<file path="config.mk">
export PLATFORM = sky130hd
export DESIGN_NAME = pair_xfer_seq
export DESIGN_NICKNAME = d
export VERILOG_FILES = /design/src/rtl/pxs_pkg.sv /design/src/rtl/pxs_addr_gen.sv /design/src/rtl/pxs_beat_ctrl.sv /design/src/rtl/pair_xfer_seq.sv
export SDC_FILE = /design/constraint.sdc
export NUM_CORES = 1
export LEC_CHECK = 0
export CORE_AREA = 2 2 203 125
export CTS_BUF_LIST = sky130_fd_sc_hd__clkbuf_16
export DETAILED_ROUTE_END_ITERATION = 16
export DIE_AREA = 0 0 205 127
export MAX_ROUTING_LAYER = met4
export PLACE_DENSITY = 0.79
export RECOVER_POWER = 25
export SLEW_MARGIN = 20
export SYNTH_ARGS = -nofsm -noshare
export SYNTH_HDL_FRONTEND = slang
export SYNTH_SLANG_ARGS = --single-unit
</file>
<file path="constraint.sdc">
create_clock -name clk -period 2.55 [get_ports clk]
set_clock_uncertainty 0.05 [all_clocks]
set_input_delay 0.255 -clock clk [delete_from_list [all_inputs] [get_ports clk]]
set_output_delay 0.255 -clock clk [all_outputs]
set_load 0.05 [all_outputs]
</file>
<file path="src/rtl/pxs_pkg.sv">
package pxs_pkg;

    typedef enum logic [1:0] {
        AM_OFFSET = 2'd0,
        AM_PRE    = 2'd1,
        AM_POST   = 2'd2,
        AM_RSVD   = 2'd3
    } amode_e;

    typedef enum logic [2:0] {
        S_IDLE,
        S_BEAT0,
        S_BEAT1,
        S_WB,
        S_DONE
    } seq_state_e;

    localparam int SP_ALIGN_BITS = 4;

    function automatic int unsigned elem_shift(input logic wide);
        return wide ? 3 : 2;
    endfunction

    function automatic logic mode_writes_back(input amode_e m);
        return (m == AM_PRE) || (m == AM_POST);
    endfunction

endpackage

</file>
<file path="src/rtl/pxs_addr_gen.sv">
module pxs_addr_gen
    import pxs_pkg::*;
#(
    parameter int AW = 16,
    parameter int IW = 7
) (
    input  logic [AW-1:0] base,
    input  logic [IW-1:0] imm,
    input  amode_e        mode,
    input  logic          wide,
    output logic [AW-1:0] ea0,
    output logic [AW-1:0] wb_addr
);
    logic [AW-1:0] imm_x;
    logic [AW-1:0] imm_scaled;

    assign imm_x      = {{(AW-IW){imm[IW-1]}}, imm};
    assign imm_scaled = imm_x << elem_shift(wide);

    always_comb begin
        case (mode)
            AM_PRE:  ea0 = base + imm_x;
            AM_POST: ea0 = base;
            default: ea0 = base + imm_scaled;
        endcase
    end

    assign wb_addr = base + imm_x;

endmodule

</file>
<file path="src/rtl/pxs_beat_ctrl.sv">
module pxs_beat_ctrl
    import pxs_pkg::*;
(
    input  logic clk,
    input  logic rst,
    input  logic start,
    input  logic abort,
    input  logic has_wb,
    input  logic mem_ack,
    output logic mem_req,
    output logic beat_sel,
    output logic busy,
    output logic wb_valid,
    output logic done
);
    seq_state_e state;
    logic [1:0] beats_seen;

    always_ff @(posedge clk) begin
        if (rst) begin
            state <= S_IDLE;
        end else begin
            case (state)
                S_IDLE:  if (start) state <= abort ? S_DONE : S_BEAT0;
                S_BEAT0: if (mem_ack) state <= S_BEAT1;
                S_BEAT1: if (mem_ack) state <= has_wb ? S_WB : S_DONE;
                S_WB:    state <= S_DONE;
                S_DONE:  state <= S_IDLE;
                default: state <= S_IDLE;
            endcase
        end
    end

    always_ff @(posedge clk) begin
        if (rst)                  beats_seen <= 2'd0;
        else if (start)           beats_seen <= 2'd0;
        else if (mem_req && mem_ack) beats_seen <= beats_seen + 2'd1;
    end

    assign mem_req  = (state == S_BEAT0) || (state == S_BEAT1);
    assign beat_sel = (state == S_BEAT1);
    assign busy     = (state != S_IDLE);
    assign wb_valid = (state == S_WB);
    assign done     = (state == S_DONE);

    p_wb_after_pair_r8: assert property (@(posedge clk) disable iff (rst)
        wb_valid |-> (beats_seen == 2'd2));

    p_wb_single_r8: assert property (@(posedge clk) disable iff (rst)
        wb_valid |=> !wb_valid);

    p_done_pulse_r11: assert property (@(posedge clk) disable iff (rst)
        done |=> (!done && !busy));

    p_busy_rise_r1: assert property (@(posedge clk) disable iff (rst)
        $rose(busy) |-> $past(start));

endmodule

</file>
<file path="src/rtl/pair_xfer_seq.sv">
module pair_xfer_seq
    import pxs_pkg::*;
#(
    parameter int AW = 16,
    parameter int DW = 64,
    parameter int IW = 7,
    parameter int RW = 5
) (
    input  logic          clk,
    input  logic          rst,
    input  logic          cmd_valid,
    input  logic [1:0]    cmd_mode,
    input  logic          cmd_wide,
    input  logic          cmd_store,
    input  logic          cmd_sp_base,
    input  logic [AW-1:0] cmd_base,
    input  logic [IW-1:0] cmd_imm,
    input  logic [RW-1:0] cmd_rt0,
    input  logic [RW-1:0] cmd_rt1,
    input  logic [DW-1:0] cmd_wdata0,
    input  logic [DW-1:0] cmd_wdata1,
    output logic          busy,
    output logic          mem_req,
    output logic          mem_we,
    output logic          mem_wide,
    output logic [AW-1:0] mem_addr,
    output logic [DW-1:0] mem_wdata,
    input  logic          mem_ack,
    input  logic [DW-1:0] mem_rdata,
    output logic          ld_valid,
    output logic [RW-1:0] ld_idx,
    output logic [DW-1:0] ld_data,
    output logic          wb_valid,
    output logic [AW-1:0] wb_addr,
    output logic          done,
    output logic          fault
);
    localparam logic [AW-1:0] STEP_NARROW = AW'(4);
    localparam logic [AW-1:0] STEP_WIDE   = AW'(8);

    amode_e        mode_in;
    logic          accept;
    logic          misaligned;
    logic [AW-1:0] ea0_c, wb_c;
    logic          beat_sel;

    logic [AW-1:0] ea0_q, wb_q;
    logic          wide_q, store_q, fault_q, has_wb_q;
    logic [RW-1:0] rt0_q, rt1_q;
    logic [DW-1:0] wd0_q, wd1_q;

    assign mode_in    = amode_e'(cmd_mode);
    assign accept     = cmd_valid && !busy;
    assign misaligned = cmd_sp_base && (cmd_base[SP_ALIGN_BITS-1:0] != '0);

    pxs_addr_gen #(.AW(AW), .IW(IW)) u_agen (
        .base    (cmd_base),
        .imm     (cmd_imm),
        .mode    (mode_in),
        .wide    (cmd_wide),
        .ea0     (ea0_c),
        .wb_addr (wb_c)
    );

    always_ff @(posedge clk) begin
        if (rst) begin
            ea0_q    <= '0;
            wb_q     <= '0;
            wide_q   <= 1'b0;
            store_q  <= 1'b0;
            fault_q  <= 1'b0;
            has_wb_q <= 1'b0;
            rt0_q    <= '0;
            rt1_q    <= '0;
            wd0_q    <= '0;
            wd1_q    <= '0;
        end else if (accept) begin
            ea0_q    <= ea0_c;
            wb_q     <= wb_c;
            wide_q   <= cmd_wide;
            store_q  <= cmd_store;
            fault_q  <= misaligned;
            has_wb_q <= mode_writes_back(mode_in) && !misaligned;
            rt0_q    <= cmd_rt0;
            rt1_q    <= cmd_rt1;
            wd0_q    <= cmd_wdata0;
            wd1_q    <= cmd_wdata1;
        end
    end

    pxs_beat_ctrl u_ctrl (
        .clk      (clk),
        .rst      (rst),
        .start    (accept),
        .abort    (misaligned),
        .has_wb   (has_wb_q),
        .mem_ack  (mem_ack),
        .mem_req  (mem_req),
        .beat_sel (beat_sel),
        .busy     (busy),
        .wb_valid (wb_valid),
        .done     (done)
    );

    assign mem_we    = store_q;
    assign mem_wide  = wide_q;
    assign mem_addr  = beat_sel ? ea0_q + (wide_q ? STEP_WIDE : STEP_NARROW) : ea0_q;
    assign mem_wdata = beat_sel ? wd1_q : wd0_q;

    assign ld_valid = mem_req && mem_ack && !store_q;
    assign ld_idx   = beat_sel ? rt1_q : rt0_q;
    assign ld_data  = mem_rdata;

    assign wb_addr  = wb_q;
    assign fault    = done && fault_q;

    p_req_hold_r7: assert property (@(posedge clk) disable iff (rst)
        (mem_req && !mem_ack) |=> (mem_req && $stable(mem_addr)
                                   && $stable(mem_wdata) && $stable(mem_we)));

    p_addr_step_r3: assert property (@(posedge clk) disable iff (rst)
        (mem_req && mem_ack && !beat_sel) |=>
            (mem_req && mem_addr == $past(mem_addr) + (mem_wide ? STEP_WIDE : STEP_NARROW)));

    p_fault_no_wb_r9: assert property (@(posedge clk) disable iff (rst)
        fault |-> !$past(wb_valid) && !$past(mem_req));

    p_idle_no_req_r1: assert property (@(posedge clk) disable iff (rst)
        !busy |-> (!mem_req && !wb_valid));

endmodule

</file>
=== After elaboration in Yosys (flattened, before gate mapping) ===
Cells that the tools add are included.

* Word-level logic and storage cells: 51
* Output and inout bits: 173
* Register bits after elaboration: 177

* Reductions and logical operators: 15
* Shifts and indexed selects: 1
* Equality and inequality tests: 9
* Muxes and demuxes: 12
* $add $sub $neg: 3

{| class="wikitable"
|+ Operators with widths
! cell !! count
|-
| $mux W64 || 1
|-
| $add A16 B16 Y16 || 2
|-
| $pmux W16 S2 || 1
|-
| $shl A16 B32 Y16 || 1
|-
| $add A16 B4 Y16 || 1
|-
| $mux W16 || 1
|-
| $mux W3 || 5
|-
| $pmux W3 S4 || 1
|-
| $eq A3 B2 Y1 const B || 2
|-
| $logic_and A1 B1 Y1 || 6
|-
| $ne A2 B2 Y1 const B || 3
|-
| $mux W5 || 1
|-
| $mux W4 || 1
|-
| $reduce_bool A4 Y1 || 1
|-
| $eq A3 B1 Y1 const B || 1
|-
| $eq A3 B3 Y1 const B || 1
|-
| $logic_not A1 Y1 || 3
|-
| $logic_not A3 Y1 || 1
|-
| $reduce_and A3 Y1 || 1
|-
| $reduce_bool A3 Y1 || 1
|-
| $eq A2 B1 Y1 const B || 1
|-
| $eq A2 B2 Y1 const B || 1
|-
| $logic_or A1 B1 Y1 || 2
|-
| $mux W1 || 1
|}

=== Logic depth before layout (Yosys ltp) ===
* Depth after elaboration: 5
* Gate-level depth with buffers: 11
* Depth with buffers taken out: 10

=== Cells and area by module ===
From an unflattened synthesis, not the netlist that was laid out.

* Cell total of the unflattened synthesis: 1191
* Area total of the unflattened synthesis: 9530.4 um2

{| class="wikitable"
|+ Modules (own cells, without submodules)
! module !! times used !! cells an instance !! area each (um2) !! sequential area each (um2)
|-
| pair_xfer_seq || 1 || 949 || 7713.6 || 3483.3
|-
| pxs_addr_gen || 1 || 218 || 1627.8 || 0.0
|-
| pxs_beat_ctrl || 1 || 24 || 188.9 || 60.1
|}

=== Worst setup path after synthesis ===
Ideal clock, no wire load.

* Kind: register -> output
* From: register wide_q, in the netlist mem_wide
* To: output port mem_addr[12]
* Data required time: 2.245 ns
* Buffers on the path: 0
* Data arrival time: 2.454 ns
* Cell stages (with the launch flop): 6
* Setup slack: -0.209 ns
* Cells stage by stage: dfxtp_1 > inv_1 > fa_1 > nor2_1 > nand4_1 > xnor2_1

* Cells in the longest elaborated chain, start to end: 3

{| class="wikitable"
|+ Ends and longest elaborated chain
! what !! line !! RTL
|-
| start, declared || pair_xfer_seq.sv:48 || <nowiki>logic wide_q, store_q, fault_q, has_wb_q;</nowiki>
|-
| start signal, assigned || pair_xfer_seq.sv:80 || <nowiki>wide_q <= cmd_wide;</nowiki>
|-
| $mux W4 || pair_xfer_seq.sv:107 || <nowiki>assign mem_addr = beat_sel ? ea0_q + (wide_q ? STEP_WIDE : STEP_NARROW) : ea0_q;</nowiki>
|-
| $add A16 B4 Y16 || pair_xfer_seq.sv:107 ||
|-
| $mux W16 || pair_xfer_seq.sv:107 ||
|-
| end, declared || pair_xfer_seq.sv:26 || <nowiki>output logic [AW-1:0] mem_addr,</nowiki>
|}

No other way between the ends.

=== Worst setup path in the final report ===
* From: input port cmd_imm[0]
* To: register ea0_q[14]

* Cells in the longest elaborated chain, start to end: 3
* Elaborated cells between the ends (all ways): 4

{| class="wikitable"
|+ Ends and longest elaborated chain
! what !! line !! RTL
|-
| start, declared || pair_xfer_seq.sv:17 || <nowiki>input logic [IW-1:0] cmd_imm,</nowiki>
|-
| $shl A16 B32 Y16 || pxs_addr_gen.sv:18 || <nowiki>assign imm_scaled = imm_x << elem_shift(wide);</nowiki>
|-
| $add A16 B16 Y16 || pxs_addr_gen.sv:24 || <nowiki>default: ea0 = base + imm_scaled;</nowiki>
|-
| $pmux W16 S2 * || pxs_addr_gen.sv:21 || <nowiki>case (mode)</nowiki>
|-
| end signal, assigned || pair_xfer_seq.sv:67 || <nowiki>ea0_q <= '0;</nowiki>
|-
| end signal, assigned || pair_xfer_seq.sv:78 || <nowiki>ea0_q <= ea0_c;</nowiki>
|-
| end, declared || pair_xfer_seq.sv:47 || <nowiki>logic [AW-1:0] ea0_q, wb_q;</nowiki>
|}

Mark *: on every way between the ends. The rest lies on a longest branch, timed or not.
A chain may end at the register's enable or synchronous reset.

==> flow_summary.yaml <==
sta:
  tightest_slew_ns: 0.9496
  maxSlewViolCount: 0
  tns_ns: 0
  fmax_mhz: 392.5
  setup_viol: 0
  rsz0062_at_grt: "yes"
  finalCritPeriodShare_pct: 99.92
  hold_viol: 0
  relSlewSlack_pct: 36.69
  period_needed_ns: 2.548
layout:
  multi_input_area_um2: 5184
  antenna_cells: 0
  syn_to_final_growth_pct: 44.45
  final_nets: 1704
  regArea_um2: 3556
  fillers: 2182
  stdcell_count: 1776
  fin_area_um2: 13490
  drive_gt1_share_pct: 24.00
  final_common_cell: "nand2_1"
  final_cell_mix: "nand2_1 (330), clkdlybuf4s50_1 (184), a21oi_1 (174)"
routing:
  drt-initial-drc-count: 780
  routed_wl_um: 31430
  via_per_inst: 5.234
  wl_per_cell_um: 17.70
  drc: 0
  vias: 9295
  dr.pass1.iters: 5
  ant_nets: 0
logic_synthesis:
  avgSynthCellArea_um2: 7.907
  synth_top_area_share_pct: 37.95
  synth_flop_cell: "dfxtp_1"
  seq_area_frac_synth_pct: 37.95
  synth-async-reset-ratio_pct: 0
  synth-edff-count: 0
  yosysWarnings: 0
  ys_seq_elements: 177
  syn-num-nets: 1444
  syn_area_um2: 9338
  synthCells: 1181
  synth_cell_types: 60
  yosys-top-cells-area: "dfxtp_1 (38%), nand2_1 (13%), a21oi_1 (9.6%), mux2_2 (9.2%), buf_4 (5.3%)"
  yosys.area.top_type: "dfxtp_1"
worst_setup_path:
  critical_path.cell_chain: "clkdlybuf4s50_1 > ha_1 > fa_2 > a21oi_2 > o22ai_1 > o311ai_2 > and3_1 > mux2_2 > a221oi_1"
  cp.depth: 9
  critical_path.max_fanout: 2
  cpMaxStageDelayCell: "clkdlybuf4s50_1"
  regToRegSetupSlack_ns: 0.41
  critPathBufInv: 1
  timing.rr.end: "wb_addr[13]"
  critical_path.top_delay_family: "compound AO/OA/AOI/OAI gates"
  crit_path_start: "cmd_imm[0]"
  worstSetupPathType: "in -> reg"
  crit_arrival_ns: 2.83
  setup.worst_path.start_class: "input port"
  critPathCaptureType: "flip-flop"
  reg2reg_depth: 7
  max_stage_delay_ns: 0.45
  reg2reg_from: "u_ctrl.state[2]"
  crit_end: "ea0_q[14]"
  required_ns: 2.84
global_route:
  grt_pass1_vias: 9122
  grt_usage_pct: 24.30
  grt.overflow.total: 0
  grt_pass1_wl_um: 48170
  antenna_found_initial: 0
  grt_start_max_net_pins: 95
placed_design:
  hpwl_um: 22830
  placed_area_um2: 12590
  gp_congestion: 0.9435
  dp_cells: 1737
  io_buffers: 278
power:
  p_per_area_nw_per_um2: 622.7
  max-vdd-ir-drop_v: 0.0004671
  power.total_mw: 8.399
  p_leak_nw: 5.529
clocking:
  cts-root-buf: "clkbuf_16"
  clock_sinks: 177
  numCtsBuffers: 17
  clk_pin_slew_ns: 0.07
  clk_latency_ns: 0.43
  cts_hold_buf: 0
  htree_levels: 4
  cts_tree: "yes"
  clock_path_buffers: 2
run:
  maxCapViolCount: 0
hold_path:
  hp-class: "in -> reg"
  hp-start: "rst"
die:
  coreArea_um2: 24000
  num_rows: 44
  die_h_um: 127
  initial_core_util_pct: 38.90
  die_area_um2: 26040
  die_x_um: 205
  ios: 407
status:
  status: "finished, final reports clean"
## logic make-up (layout without fill, tap and decap cells)
kind of cell | count (synthesis) | after routing | share of synthesized area, %
adders and majority gates | 29 | 29 | 4.127
and+or+nand+nor | 422 | 422 | 18.69
muxes | 80 | 80 | 9.594
AOI/OAI and AO/OA | 276 | 276 | 17.14
DFF | 177 | 177 | 37.95
buffers and inverters | 166 | 439 | 9.594
xor gates and xnor gates | 31 | 31 | 2.908
## worst register-to-register path, cell delays in order, from the launching register on
cell,delay [ns]
dfxtp_1,0.34
buf_4,0.17
nor3_2,0.35
nand2_4,0.12
buf_4,0.40
nor4_1,0.41
a41oi_1,0.07
a21oi_1,0.16
## area by class of cell
type                            count  area share, %
Clock buffer                       17          3.154
Clock inverter                     15          1.169
Inverter                           22         0.6679
Multi-Input combinational cell    838          38.43
Sequential cell                   177          26.36
Tap cell                          322          2.987
Timing Repair Buffer              385          27.23
## state kept, by name, indices dropped and copies added, names as in the netlist
name,flops
wd0_q,64
wd1_q,64
ea0_q,16
wb_addr,16
rt0_q,5
rt1_q,5
u_ctrl.state,3
fault_q,1
has_wb_q,1
mem_we,1
mem_wide,1
## routing by layer
layer  part of all wire (%)  track usage [%]
met1                     44            31.71
met2                     44            35.81
met3                     12            8.776
met4                    1.1            5.755
met5                      0                -
## worst min-delay path by stage
| stage | slack (ns) | endpoint | cells after the start |
|---|---|---|---|
| final | 0.19 | wd0_q[37] | 2 |
| after global routing | 0.19 | wd1_q[38] | 2 |
| after CTS | 0.17 | wd0_q[45] | 2 |
| after detailed placement | 0.39 | wd0_q[30] | 2 |
| after global placement | 0.39 | wd1_q[29] | 2 |
| after floorplan | 0.34 | rt0_q[0] | 2 |
## Yosys cell counts (5+ instances only)
cell type and instances:
nor2_1 18, o22ai_1 6, mux2_2 76, a31oi_1 6, ha_1 26, buf_2 20, o21ai_0 26, clkbuf_1 57
xnor2_1 21, a211oi_1 7, dfxtp_1 177, nand3_1 18, a21oi_1 180, xor2_1 10, inv_1 22, and2_1 6
and3_1 7, nand2b_1 5, nand2_1 332, nor3_1 13, buf_4 66, a221oi_1 7, o21a_1 5
## what timing repair did
item                       4_1_cts  5_1_grt
gates cloned                     0        1
pin swaps                        8       11
setup endpoints to repair       82       79
setup buffers                    4        2
gates resized for setup         37       33
## where the power goes
part           switching, mW  internal (mW)  leakage [nW]
combinational           1.49           1.11          3.79
sequential             0.142           2.99          1.46
clock                   1.20           1.46         0.283
total                   2.84           5.56          5.53
## through the flow
step	util (%)	worst slack, ns	hold WS (ns)
6_report	56.19	0.001926	0.1893
2_1_floorplan	-	0.002596	0.3410
4_1_cts	55.37	-0.01434	0.1668
3_3_place_gp	52.46	-0.5503	0.3885
5_1_grt	56.19	-0.07513	0.1897
3_5_place_dp	52.46	-0.6429	0.3945
(Power assumes the default switching activity.)
